`src/rtl/i2cm_pkg.sv`:
```
package i2cm_pkg;
  localparam int RATIO_W = 12;
  localparam logic [1:0] ADR_DIV = 2'd0, ADR_CTRL = 2'd1, ADR_STAT = 2'd2, ADR_DATA = 2'd3;
  localparam int B_EN = 7, B_IRQ = 6, B_MST = 5, B_TX = 4, B_NOACK = 3, B_RST = 2;

  typedef struct packed {
    logic       start;
    logic       restart;
    logic       stop;
    logic       byteGo;
    logic       txDir;
    logic       noAck;
    logic [7:0] txByte;
  } engCmd_t;

  typedef struct packed {
    logic       ready;
    logic       inByte;
    logic       byteDone;
    logic       ackIn;
    logic       busBusy;
    logic [7:0] rxByte;
  } engStat_t;

  function automatic logic [RATIO_W-1:0] ratioOf(input logic [5:0] idx);
    case (idx)
      6'h20: ratioOf = 22;   6'h21: ratioOf = 24;   6'h22: ratioOf = 26;   6'h23: ratioOf = 28;
      6'h24: ratioOf = 32;   6'h25: ratioOf = 36;   6'h26: ratioOf = 40;   6'h27: ratioOf = 44;
      6'h28: ratioOf = 48;   6'h29: ratioOf = 56;   6'h2A: ratioOf = 64;   6'h2B: ratioOf = 72;
      6'h2C: ratioOf = 80;   6'h2D: ratioOf = 96;   6'h2E: ratioOf = 112;  6'h2F: ratioOf = 128;
      6'h30: ratioOf = 160;  6'h31: ratioOf = 192;  6'h32: ratioOf = 224;  6'h33: ratioOf = 256;
      6'h34: ratioOf = 320;  6'h35: ratioOf = 384;  6'h36: ratioOf = 448;  6'h37: ratioOf = 512;
      6'h38: ratioOf = 640;  6'h39: ratioOf = 768;  6'h3A: ratioOf = 896;  6'h3B: ratioOf = 1024;
      6'h3C: ratioOf = 1280; 6'h3D: ratioOf = 1536; 6'h3E: ratioOf = 1792; 6'h3F: ratioOf = 2048;
      6'h00: ratioOf = 30;   6'h03: ratioOf = 42;   6'h05: ratioOf = 52;   6'h06: ratioOf = 60;
      6'h09: ratioOf = 88;   6'h0A: ratioOf = 104;  6'h0C: ratioOf = 144;  6'h0F: ratioOf = 240;
      6'h10: ratioOf = 288;  6'h13: ratioOf = 480;  6'h14: ratioOf = 576;  6'h17: ratioOf = 960;
      6'h18: ratioOf = 1152; 6'h1B: ratioOf = 1920; 6'h1C: ratioOf = 2304; 6'h1D: ratioOf = 2560;
      6'h1E: ratioOf = 3072;
      default: ratioOf = 3840;
    endcase
  endfunction
endpackage

```
`src/rtl/i2cm_engine.sv`:
```
module i2cm_engine import i2cm_pkg::*; #(
  parameter int RW = RATIO_W
) (
  input  logic          clk,
  input  logic          rstN,
  input  logic          enIn,
  input  engCmd_t       cmd,
  input  logic [RW-1:0] ratio,
  input  logic          sclIn,
  input  logic          sdaIn,
  output engStat_t      stat,
  output logic          sclLow,
  output logic          sdaLow
);
  localparam int QW = RW - 2;
  typedef enum logic [2:0] {E_IDLE, E_HOLD, E_START, E_RESTART, E_STOP, E_BYTE} eState_t;

  eState_t       state;
  logic [1:0]    phase;
  logic [3:0]    bitIdx;
  logic [7:0]    shiftR;
  logic [QW-1:0] cnt, quarter;
  logic          isTx, noAckR, doneR, ackR, busyR, sclQ, sdaQ;
  logic          ready, tick, go, bitDrive;

  assign quarter = QW'(ratio >> 2);
  assign ready   = (state == E_IDLE) || (state == E_HOLD);
  assign tick    = (cnt == '0);
  assign go      = cmd.start | cmd.restart | cmd.stop | cmd.byteGo;

  always_comb begin
    if (bitIdx < 4'd8) bitDrive = isTx ? ~shiftR[7] : 1'b0;
    else               bitDrive = isTx ? 1'b0 : ~noAckR;
  end

  always_ff @(posedge clk or negedge rstN) begin
    if (!rstN) begin
      state <= E_IDLE; phase <= '0; bitIdx <= '0; shiftR <= '0; cnt <= '0;
      isTx <= 1'b0; noAckR <= 1'b0; doneR <= 1'b0; ackR <= 1'b0;
      sclLow <= 1'b0; sdaLow <= 1'b0;
    end else if (!enIn) begin
      state <= E_IDLE; phase <= '0; cnt <= '0; doneR <= 1'b0;
      sclLow <= 1'b0; sdaLow <= 1'b0;
    end else begin
      doneR <= 1'b0;
      if (ready) begin
        if (go) begin
          cnt <= quarter - 1'b1; phase <= '0; bitIdx <= '0;
          if (cmd.start)        state <= E_START;
          else if (cmd.restart) state <= E_RESTART;
          else if (cmd.stop)    state <= E_STOP;
          else begin
            state <= E_BYTE; shiftR <= cmd.txByte; isTx <= cmd.txDir; noAckR <= cmd.noAck;
          end
        end
      end else begin
        cnt <= tick ? quarter - 1'b1 : cnt - 1'b1;
        if (tick) begin
          phase <= phase + 1'b1;
          case (state)
            E_START: begin
              if (phase == 2'd0) sdaLow <= 1'b1;
              else begin sclLow <= 1'b1; state <= E_HOLD; end
            end
            E_RESTART: begin
              case (phase)
                2'd0: sdaLow <= 1'b0;
                2'd1: sclLow <= 1'b0;
                2'd2: sdaLow <= 1'b1;
                default: begin sclLow <= 1'b1; state <= E_HOLD; end
              endcase
            end
            E_STOP: begin
              case (phase)
                2'd0: sdaLow <= 1'b1;
                2'd1: sclLow <= 1'b0;
                default: begin sdaLow <= 1'b0; state <= E_IDLE; end
              endcase
            end
            E_BYTE: begin
              case (phase)
                2'd0: sdaLow <= bitDrive;
                2'd1: sclLow <= 1'b0;
                2'd2: if (bitIdx < 4'd8) shiftR <= {shiftR[6:0], sdaIn};
                      else ackR <= sdaIn;
                default: begin
                  sclLow <= 1'b1;
                  if (bitIdx == 4'd8) begin state <= E_HOLD; doneR <= 1'b1; end
                  else bitIdx <= bitIdx + 1'b1;
                end
              endcase
            end
            default: state <= state;
          endcase
        end
      end
    end
  end

  // Bus-busy follows START/STOP conditions seen on the wires
  always_ff @(posedge clk or negedge rstN) begin
    if (!rstN) begin
      sclQ <= 1'b1; sdaQ <= 1'b1; busyR <= 1'b0;
    end else begin
      sclQ <= sclIn; sdaQ <= sdaIn;
      if (!enIn) busyR <= 1'b0;
      else if (sclQ && sclIn && sdaQ && !sdaIn) busyR <= 1'b1;
      else if (sclQ && sclIn && !sdaQ && sdaIn) busyR <= 1'b0;
    end
  end

  assign stat.ready    = ready;
  assign stat.inByte   = (state == E_BYTE);
  assign stat.byteDone = doneR;
  assign stat.ackIn    = ackR;
  assign stat.busBusy  = busyR;
  assign stat.rxByte   = shiftR;

  // Checker counter: SCL releases seen during one byte
  logic [3:0] relCnt;
  logic       sclLowQ;
  always_ff @(posedge clk or negedge rstN) begin
    if (!rstN) begin
      relCnt <= '0; sclLowQ <= 1'b0;
    end else begin
      sclLowQ <= sclLow;
      if (ready && cmd.byteGo) relCnt <= '0;
      else if (state == E_BYTE && sclLowQ && !sclLow && relCnt != 4'hF) relCnt <= relCnt + 1'b1;
    end
  end

  a_r5_nine_clocks: assert property (@(posedge clk) disable iff (!rstN)
    doneR |-> relCnt == 4'd9);

  a_r5_sda_steady_scl_high: assert property (@(posedge clk) disable iff (!rstN)
    (state == E_BYTE && $past(state == E_BYTE) && !sclLow && $past(!sclLow))
      |-> sdaLow == $past(sdaLow));

  a_r11_disable_releases: assert property (@(posedge clk) disable iff (!rstN)
    !enIn |=> (!sclLow && !sdaLow));
endmodule

```
`src/rtl/i2cm_regs.sv`:
```
module i2cm_regs import i2cm_pkg::*; #(
  parameter int RW = RATIO_W
) (
  input  logic          clk,
  input  logic          rstN,
  input  logic [1:0]    regAddr,
  input  logic          wrEn,
  input  logic          rdEn,
  input  logic [7:0]    wrData,
  output logic [7:0]    rdData,
  output logic          irq,
  input  engStat_t      stat,
  output engCmd_t       cmd,
  output logic          enOut,
  output logic [RW-1:0] ratio
);
  logic [5:0] divIdx;
  logic [7:0] dataR;
  logic       en, irqEn, master, txDir, noAck, byteFlag, nackR;
  logic       wrDiv, wrCtrl, wrStat, wrDat, rdDat;

  assign wrDiv  = wrEn && regAddr == ADR_DIV;
  assign wrCtrl = wrEn && regAddr == ADR_CTRL;
  assign wrStat = wrEn && regAddr == ADR_STAT;
  assign wrDat  = wrEn && regAddr == ADR_DATA;
  assign rdDat  = rdEn && regAddr == ADR_DATA;

  always_comb begin
    cmd        = '0;
    cmd.txByte = wrData;
    cmd.txDir  = txDir;
    cmd.noAck  = noAck;
    if (stat.ready) begin
      cmd.start   = wrCtrl && wrData[B_EN] && wrData[B_MST] && !master;
      cmd.stop    = wrCtrl && wrData[B_EN] && !wrData[B_MST] && master;
      cmd.restart = wrCtrl && wrData[B_EN] && wrData[B_MST] && wrData[B_RST] && master;
      cmd.byteGo  = en && master && ((wrDat && txDir) || (rdDat && !txDir));
    end
  end

  always_ff @(posedge clk or negedge rstN) begin
    if (!rstN) begin
      divIdx <= '0; dataR <= '0; en <= 1'b0; irqEn <= 1'b0; master <= 1'b0;
      txDir <= 1'b0; noAck <= 1'b0; byteFlag <= 1'b0; nackR <= 1'b0;
    end else begin
      if (wrDiv && !en) divIdx <= wrData[5:0];
      if (wrCtrl) begin
        en <= wrData[B_EN]; irqEn <= wrData[B_IRQ]; master <= wrData[B_MST];
        txDir <= wrData[B_TX]; noAck <= wrData[B_NOACK];
      end
      if (stat.byteDone) byteFlag <= 1'b1;
      else if ((wrCtrl && !wrData[B_EN]) || (wrStat && !wrData[1])) byteFlag <= 1'b0;
      if (stat.byteDone && txDir) nackR <= stat.ackIn;
      else if (wrCtrl && !wrData[B_EN]) nackR <= 1'b0;
      if (stat.byteDone && !txDir) dataR <= stat.rxByte;
      else if (wrDat) dataR <= wrData;
    end
  end

  always_comb begin
    case (regAddr)
      ADR_DIV:  rdData = {2'b00, divIdx};
      ADR_CTRL: rdData = {en, irqEn, master, txDir, noAck, 3'b000};
      ADR_STAT: rdData = {~stat.inByte, 1'b0, stat.busBusy, 3'b000, byteFlag, nackR};
      default:  rdData = dataR;
    endcase
  end

  assign irq   = irqEn & byteFlag;
  assign enOut = en;
  assign ratio = RW'(ratioOf(divIdx));

  a_r5_done_sets_flag: assert property (@(posedge clk) disable iff (!rstN)
    stat.byteDone |=> byteFlag);
endmodule

```
`src/rtl/i2c_reg_master.sv`:
```
module i2c_reg_master import i2cm_pkg::*; #(
  parameter int RW = RATIO_W
) (
  input  logic       clk,
  input  logic       rstN,
  input  logic [1:0] regAddr,
  input  logic       wrEn,
  input  logic       rdEn,
  input  logic [7:0] wrData,
  output logic [7:0] rdData,
  output logic       irq,
  input  logic       sclIn,
  input  logic       sdaIn,
  output logic       sclOe,
  output logic       sdaOe
);
  engCmd_t       cmd;
  engStat_t      stat;
  logic          en;
  logic [RW-1:0] ratio;

  i2cm_regs #(.RW(RW)) i_regs (
    .clk(clk), .rstN(rstN), .regAddr(regAddr), .wrEn(wrEn), .rdEn(rdEn),
    .wrData(wrData), .rdData(rdData), .irq(irq), .stat(stat), .cmd(cmd),
    .enOut(en), .ratio(ratio)
  );

  i2cm_engine #(.RW(RW)) i_engine (
    .clk(clk), .rstN(rstN), .enIn(en), .cmd(cmd), .ratio(ratio),
    .sclIn(sclIn), .sdaIn(sdaIn), .stat(stat), .sclLow(sclOe), .sdaLow(sdaOe)
  );
endmodule

```
`config.mk`:
```
export PLATFORM = sky130hd
export DESIGN_NAME = i2c_reg_master
export DESIGN_NICKNAME = d
export VERILOG_FILES = /design/src/rtl/i2cm_pkg.sv /design/src/rtl/i2cm_engine.sv /design/src/rtl/i2cm_regs.sv /design/src/rtl/i2c_reg_master.sv
export SDC_FILE = /design/constraint.sdc
export NUM_CORES = 1
export LEC_CHECK = 0
export ABC_AREA = 1
export BUFFER_PORTS_ARGS = -buffer_cell sky130_fd_sc_hd__buf_2
export CAP_MARGIN = 20
export CELL_PAD_IN_SITES_DETAIL_PLACEMENT = 1
export CELL_PAD_IN_SITES_GLOBAL_PLACEMENT = 1
export CORE_MARGIN = 3
export CORE_UTILIZATION = 30
export CTS_CLUSTER_DIAMETER = 100
export DETAILED_ROUTE_END_ITERATION = 8
export GPL_ROUTABILITY_DRIVEN = 0
export PLACE_DENSITY = 0.66
export SKIP_LAST_GASP = 1
export SLEW_MARGIN = 5
export SYNTH_ARGS = -nofsm -noshare
export SYNTH_HDL_FRONTEND = slang
export SYNTH_SLANG_ARGS = --single-unit
```
`constraint.sdc`:
```
create_clock -name clk -period 2.6 [get_ports clk]
set_input_delay 0.39 -clock clk [delete_from_list [all_inputs] [get_ports clk]]
set_output_delay 0.39 -clock clk [all_outputs]
set_load 0.01 [all_outputs]
```
# [Yosys cells after proc, flatten, opt, wreduce, memory -nomap -nowiden]
# Memory sizes are Yosys's and may differ from the RTL's.
# Cells that the tools add are included.
[word_totals] n_memories=1 rom_bits=704 word_cells=209 reg_bits=57
[memory_table] name="(name not given)" words=64 word_bits=11 rd=1 rd_ports_with_merged_regs=0 write_ports=0 line="i2cm_pkg.sv:26" source="case (idx)"
[classes] mux=71 n_bitwise=12 addsub=4 n_eq_ne=37 reduce_logical=60 n_lt_le_gt_ge=1
[op_table] op="8-bit 2-to-1 mux" n=11
[op_table] op="10-bit 2-to-1 mux" n=4
[op_table] op="3-bit 2-to-1 mux" n=11
[op_table] op="4-bit 2-to-1 mux" n=7
[op_table] op="1-bit 2-to-1 mux" n=27
[op_table] op="1-bit logical AND" n=26
[op_table] op="8-bit one-hot mux with 3 select lines" n=1
[op_table] op="6-bit AND reduction" n=4
[op_table] op="10-bit by 1-bit subtractor with 10-bit output, second input constant" n=2
[op_table] op="4-bit by 3-bit inequality test with 1-bit output, second input constant" n=4
[op_table] op="2-bit nonzero test" n=7
[op_table] op="3-bit inequality test, second input constant" n=4
[op_table] op="4-bit by 2-bit inequality test with 1-bit output, second input constant" n=3
[op_table] op="3-bit one-hot mux with 4 select lines" n=1
[op_table] op="10-bit logical NOT" n=1
[op_table] op="2-bit inequality test, second input constant" n=5
[op_table] op="3-bit by 2-bit inequality test with 1-bit output, second input constant" n=3
[op_table] op="9-bit AND reduction" n=1
[op_table] op="1-bit logical NOT" n=8
[op_table] op="2-bit 2-to-1 mux" n=4
[op_table] op="1-bit NOT" n=8
[op_table] op="8-bit AND reduction" n=1
[op_table] op="7-bit AND reduction" n=1
[op_table] op="2-bit == test, second input constant" n=3
[op_table] op="other kinds (23)" n=38

# [Logic depth before layout (Yosys ltp)]
[depth] word_depth=13 mapped_depth=16 depth_no_buf=16

# [By module]
# Synthesis repeated with hierarchy kept, for this count alone.
[unflattened] cells_unflattened=686 hier_area_um2=4514.3
[by_module_without_submodules] module="i2cm_engine" cells_per_inst=399 area_per_inst_um2=2677.6 instances=1
[by_module_without_submodules] module="i2cm_regs" cells_per_inst=287 area_per_inst_um2=1836.8 instances=1

# [Worst setup path before layout]
# OpenSTA, ideal clock, no wires.
[synth_timing] kind="register -> register" from="register i_regs.divIdx[0]" to="register i_engine.cnt[4]" path_buffers=0 required_ns=2.476 period_less_slack_ns=2.144 arrival_ns=2.020 stages_incl_launch_ff=14 slack_ns=0.456 cell_sequence="dfrtp_1 inv_1 ha_1 inv_1 nand2_1 nand3_1 a21oi_1 inv_1 ha_1 nand3_1 xor2_1 nand2_1 o211ai_1 nand2_1"
[synth_between] elab_chain_cells=5
[synth_rtl] element="from (decl)" line="i2cm_regs.sv:17" source="logic [5:0] divIdx;"
[synth_rtl] element="from (signal assigned)" line="i2cm_regs.sv:46" source="if (wrDiv && !en) divIdx <= wrData[5:0];"
[synth_rtl] element="memory 64 x 11 bit (*)"
[synth_rtl] element="10-bit by 1-bit subtractor with 10-bit output (*)" line="i2cm_engine.sv:48, i2cm_engine.sv:57"
[synth_rtl] element="10-bit 2-to-1 mux, on equally long branches" line="i2cm_engine.sv:57, i2cm_engine.sv:47"
[synth_rtl] element="10-bit 2-to-1 mux (*)" line="i2cm_engine.sv:46" source="if (ready) begin"
[synth_rtl] element="10-bit 2-to-1 mux (*)" line="i2cm_engine.sv:41" source="end else if (!enIn) begin"
[synth_rtl] element="to (signal assigned)" line="i2cm_engine.sv:57" source="cnt <= tick ? quarter - 1'b1 : cnt - 1'b1;"
[synth_rtl] element="to (decl)" line="i2cm_engine.sv:22" source="logic [QW-1:0] cnt, quarter;"
# Mark *: on every way between the ends. The rest lies on a longest branch, timed or not. The select of a mux whose other input is x is not followed.
# A chain may end at the register's enable or synchronous reset.

# [Worst setup path in the final report]
[layout_timing] from="register i_regs.divIdx[1]" to="register i_engine.cnt[8]"
# Same word-level chain as after synthesis.

==> flow_metrics.tcl <==
set metrics [dict create \
    status "finished clean" \
    p_leak_uw 0.002369 \
    critPathBufInv 2 \
    yosysWarnings 0 \
    clock_latency_ns 0.33 \
    final_cells 797 \
    setup_tns_ns 0 \
    cp_num_cells 16 \
    grt_pass1_vias 4221 \
    min_period_ns 2.294 \
    hp-class "in -> async" \
    path_common_cell "nand2_1" \
    cts_tree "yes" \
    grt_usage 0.1766 \
    ys_types 47 \
    reg2reg_depth 16 \
    slew_headroom 0.6473 \
    dp.final_hpwl_um 9447 \
    n_fill_cell 1706 \
    arrival_ns 2.52 \
    syn-num-nets 614 \
    layout_common_cells "nand2_1, inv_1, o21ai_0" \
    dpl-instance-area_um2 4443 \
    slew_violations 0 \
    nets 647 \
    grt.overflow.total 0 \
    crit_fanout 6 \
    drive_above_1_share 0.1465 \
    dp_slack_ns 0.2199 \
    numCtsBuffers 9 \
    drc 0 \
    clockRootBuffer "clkbuf_16" \
    chipHeight_um 122.8 \
    viasPerCell 5.004 \
    rsz0062_at_grt "yes" \
    powerDensity_nw_per_um2 1093 \
    max_clock_freq_ghz 0.4358 \
    antenna_found_initial 0 \
    hold_viol 0 \
    wl_per_cell_um 15.10 \
    cpPeakStageDelay_ns 0.41 \
    cp_top_family "simple AND/OR/NAND/NOR gates" \
    synth_edf_count 0 \
    cp_cell_sequence "inv_1, ha_1, inv_1, nand2_2, nand3_1, nand2_1, o21ai_0, nand2_1, ha_2, nand3_1, nor2_2, nand2_1, nand2_1, nand3_1, nand3_1, nand2_1" \
    ys_ff_latch 57 \
    endpoint_kind "register" \
    synthArstFlopShare 1.000 \
    cp.required_ns 2.82 \
    io_pins 27 \
    startpoint_type "register" \
    ys.flop_type "dfrtp_1" \
    rows 42 \
    post-place-cells 781 \
    area_delta_synth_final_pct 15.61 \
    portBuffers 26 \
    final_common_cell "nand2_1" \
    synthCells 583 \
    grt_pass1_wl_um 20960 \
    critPathSlowestCell "dfrtp_2" \
    dieArea_um2 15090 \
    fin_skew_ns 0.006604 \
    die_w_um 122.8 \
    drtAntennaViolNets 0 \
    period_share 0.8825 \
    grt_max_degree 33 \
    cts.path.max_buffers 2 \
    vdd_ir_drop_max_mv 0.4939 \
    setup_ws_ns 0.3055 \
    h-tree-depth 3 \
    criticalPathCategory "reg -> reg" \
    final_area_um2 4735 \
    antenna_cells 0 \
    initialDrtViolationCount 233 \
    drt-pass1-iter-count 4 \
    synth_area_um2 4095 \
    core-area_um2 13300 \
    drt_wl_total_um 12040 \
    setup_viol 0 \
    initial_core_util 0.3080 \
    vias 3988 \
    drv_cap 0 \
    post_cts_buffers 0 \
    tightest_slew_ns 0.5290 \
    syn_avg_cell_area_um2 7.024 \
    seq_area_frac_synth 0.3489 \
    clock-sinks 57 \
    clkTransAtPathRegs_ns 0.06 \
]
[timing repair]
action	4_1_cts	5_1_grt
endpoints found under the setup margin	0	6
hold buffers	0	0
resized for setup	0	3
[path summary, 6_finish.rpt]
check	slack (ns)	end	startpoint
min in group clk	0.16	i_engine.sclQ$_DFF_PN1_	sclIn
worst min register to register	0.50	i_engine.sclLow$_DFFE_PN0P_	i_engine.sclLow$_DFFE_PN0P_
worst max-delay path	0.31	i_engine.cnt[8]$_DFFE_PN0P_	i_regs.divIdx[1]$_DFFE_PN0P_
worst min-delay path	0.06	i_engine.phase[1]$_DFFE_PN0P_	rstN
max in group asynchronous	2.15	i_regs.divIdx[0]$_DFFE_PN0P_	rstN
worst max register to register	0.31	i_engine.cnt[8]$_DFFE_PN0P_	i_regs.divIdx[1]$_DFFE_PN0P_
[metal layers]
layer | GRT usage | vias to the layer above | wire length (um)
met5 | 0 | - | 0
met4 | 0.04199 | 0 | 109
met3 | 0.03871 | 9 | 264
met2 | 0.3088 | 33 | 6020
met1 | 0.2212 | 1969 | 5642
li1 | - | 1977 | -
[synth_stat cells, types with 3 or more instances]
master	n	area share
o21ai_1	7	0.0086
xor2_1	10	0.021
nand3_1	48	0.059
nand2_2	9	0.014
o221ai_1	6	0.013
buf_4	3	0.0055
a21oi_1	21	0.026
dfrtp_1	55	0.34
o211ai_1	8	0.015
inv_1	82	0.075
nor2_2	4	0.0061
nand2_1	151	0.14
inv_2	6	0.0055
o21ai_0	63	0.077
xnor2_1	3	0.0064
nor2_4	3	0.0082
nand4_1	8	0.012
nor3_1	5	0.0061
clkbuf_1	6	0.0055
nor2_1	36	0.033
ha_1	15	0.046
[cells by family after synthesis]
| kind of cell | after synthesis | share of synthesized area |
|---|---|---|
| adders and majority gates | 15 | 0.04583 |
| buffers and inverters | 103 | 0.1017 |
| DFF | 57 | 0.3489 |
| AOI/OAI and AO/OA | 122 | 0.1760 |
| muxes | 1 | 0.002444 |
| xor gates and xnor gates | 13 | 0.02780 |
| and+or+nand+nor | 272 | 0.2973 |
[area by class of cell]
| cell class | count | area (um2) | share of cell area |
|---|---|---|---|
| clock inverter | 7 | 61.31 | 0.01295 |
| clock buffer | 9 | 225.2 | 0.04757 |
| sequential | 57 | 1431 | 0.3023 |
| timing repair buffer | 36 | 205.2 | 0.04334 |
| multi-input combinational | 423 | 2252 | 0.4757 |
| tap | 176 | 220.2 | 0.04651 |
| inverter | 89 | 339.1 | 0.07162 |
[registers in the layout (all words and copies together) (netlist names), 2 cells and up]
| name | flops |
|---|---|
| i_engine.shiftR | 8 |
| i_engine.state | 3 |
| i_regs.divIdx | 6 |
| i_engine.cnt | 10 |
| i_engine.bitIdx | 4 |
| i_regs.dataR | 8 |
| i_engine.phase | 2 |
[worst register-to-register path: cells and delay by family (launching register included)]
kind                     cells  cell delay (ns)
adder cells (fa/ha/maj)      2             0.56
flip-flops                   1             0.41
buffers and inverters        2             0.18
AO/OA/AOI/OAI                1             0.11
AND/OR/NAND/NOR             11             0.92
[through the flow]
stage	total power, uW	hold slack, ns	util
6_report	5173	0.06229	0.3561
5_1_grt	5726	0.07848	0.3561
4_1_cts	5242	0.07187	0.3557
3_5_place_dp	4064	0.4371	0.3342
3_3_place_gp	3970	0.4485	0.3342
2_1_floorplan	3320	0.09441	-
[power by group]
part           leakage (uW)  internal (uW)  switching [uW]  total [uW]
clock              0.000135            664             477        1140
sequential         0.000718           1160             285        1450
combinational       0.00152            888            1700        2590
total               0.00237           2710            2460        5170
Power figures use the tool's default switching activity.
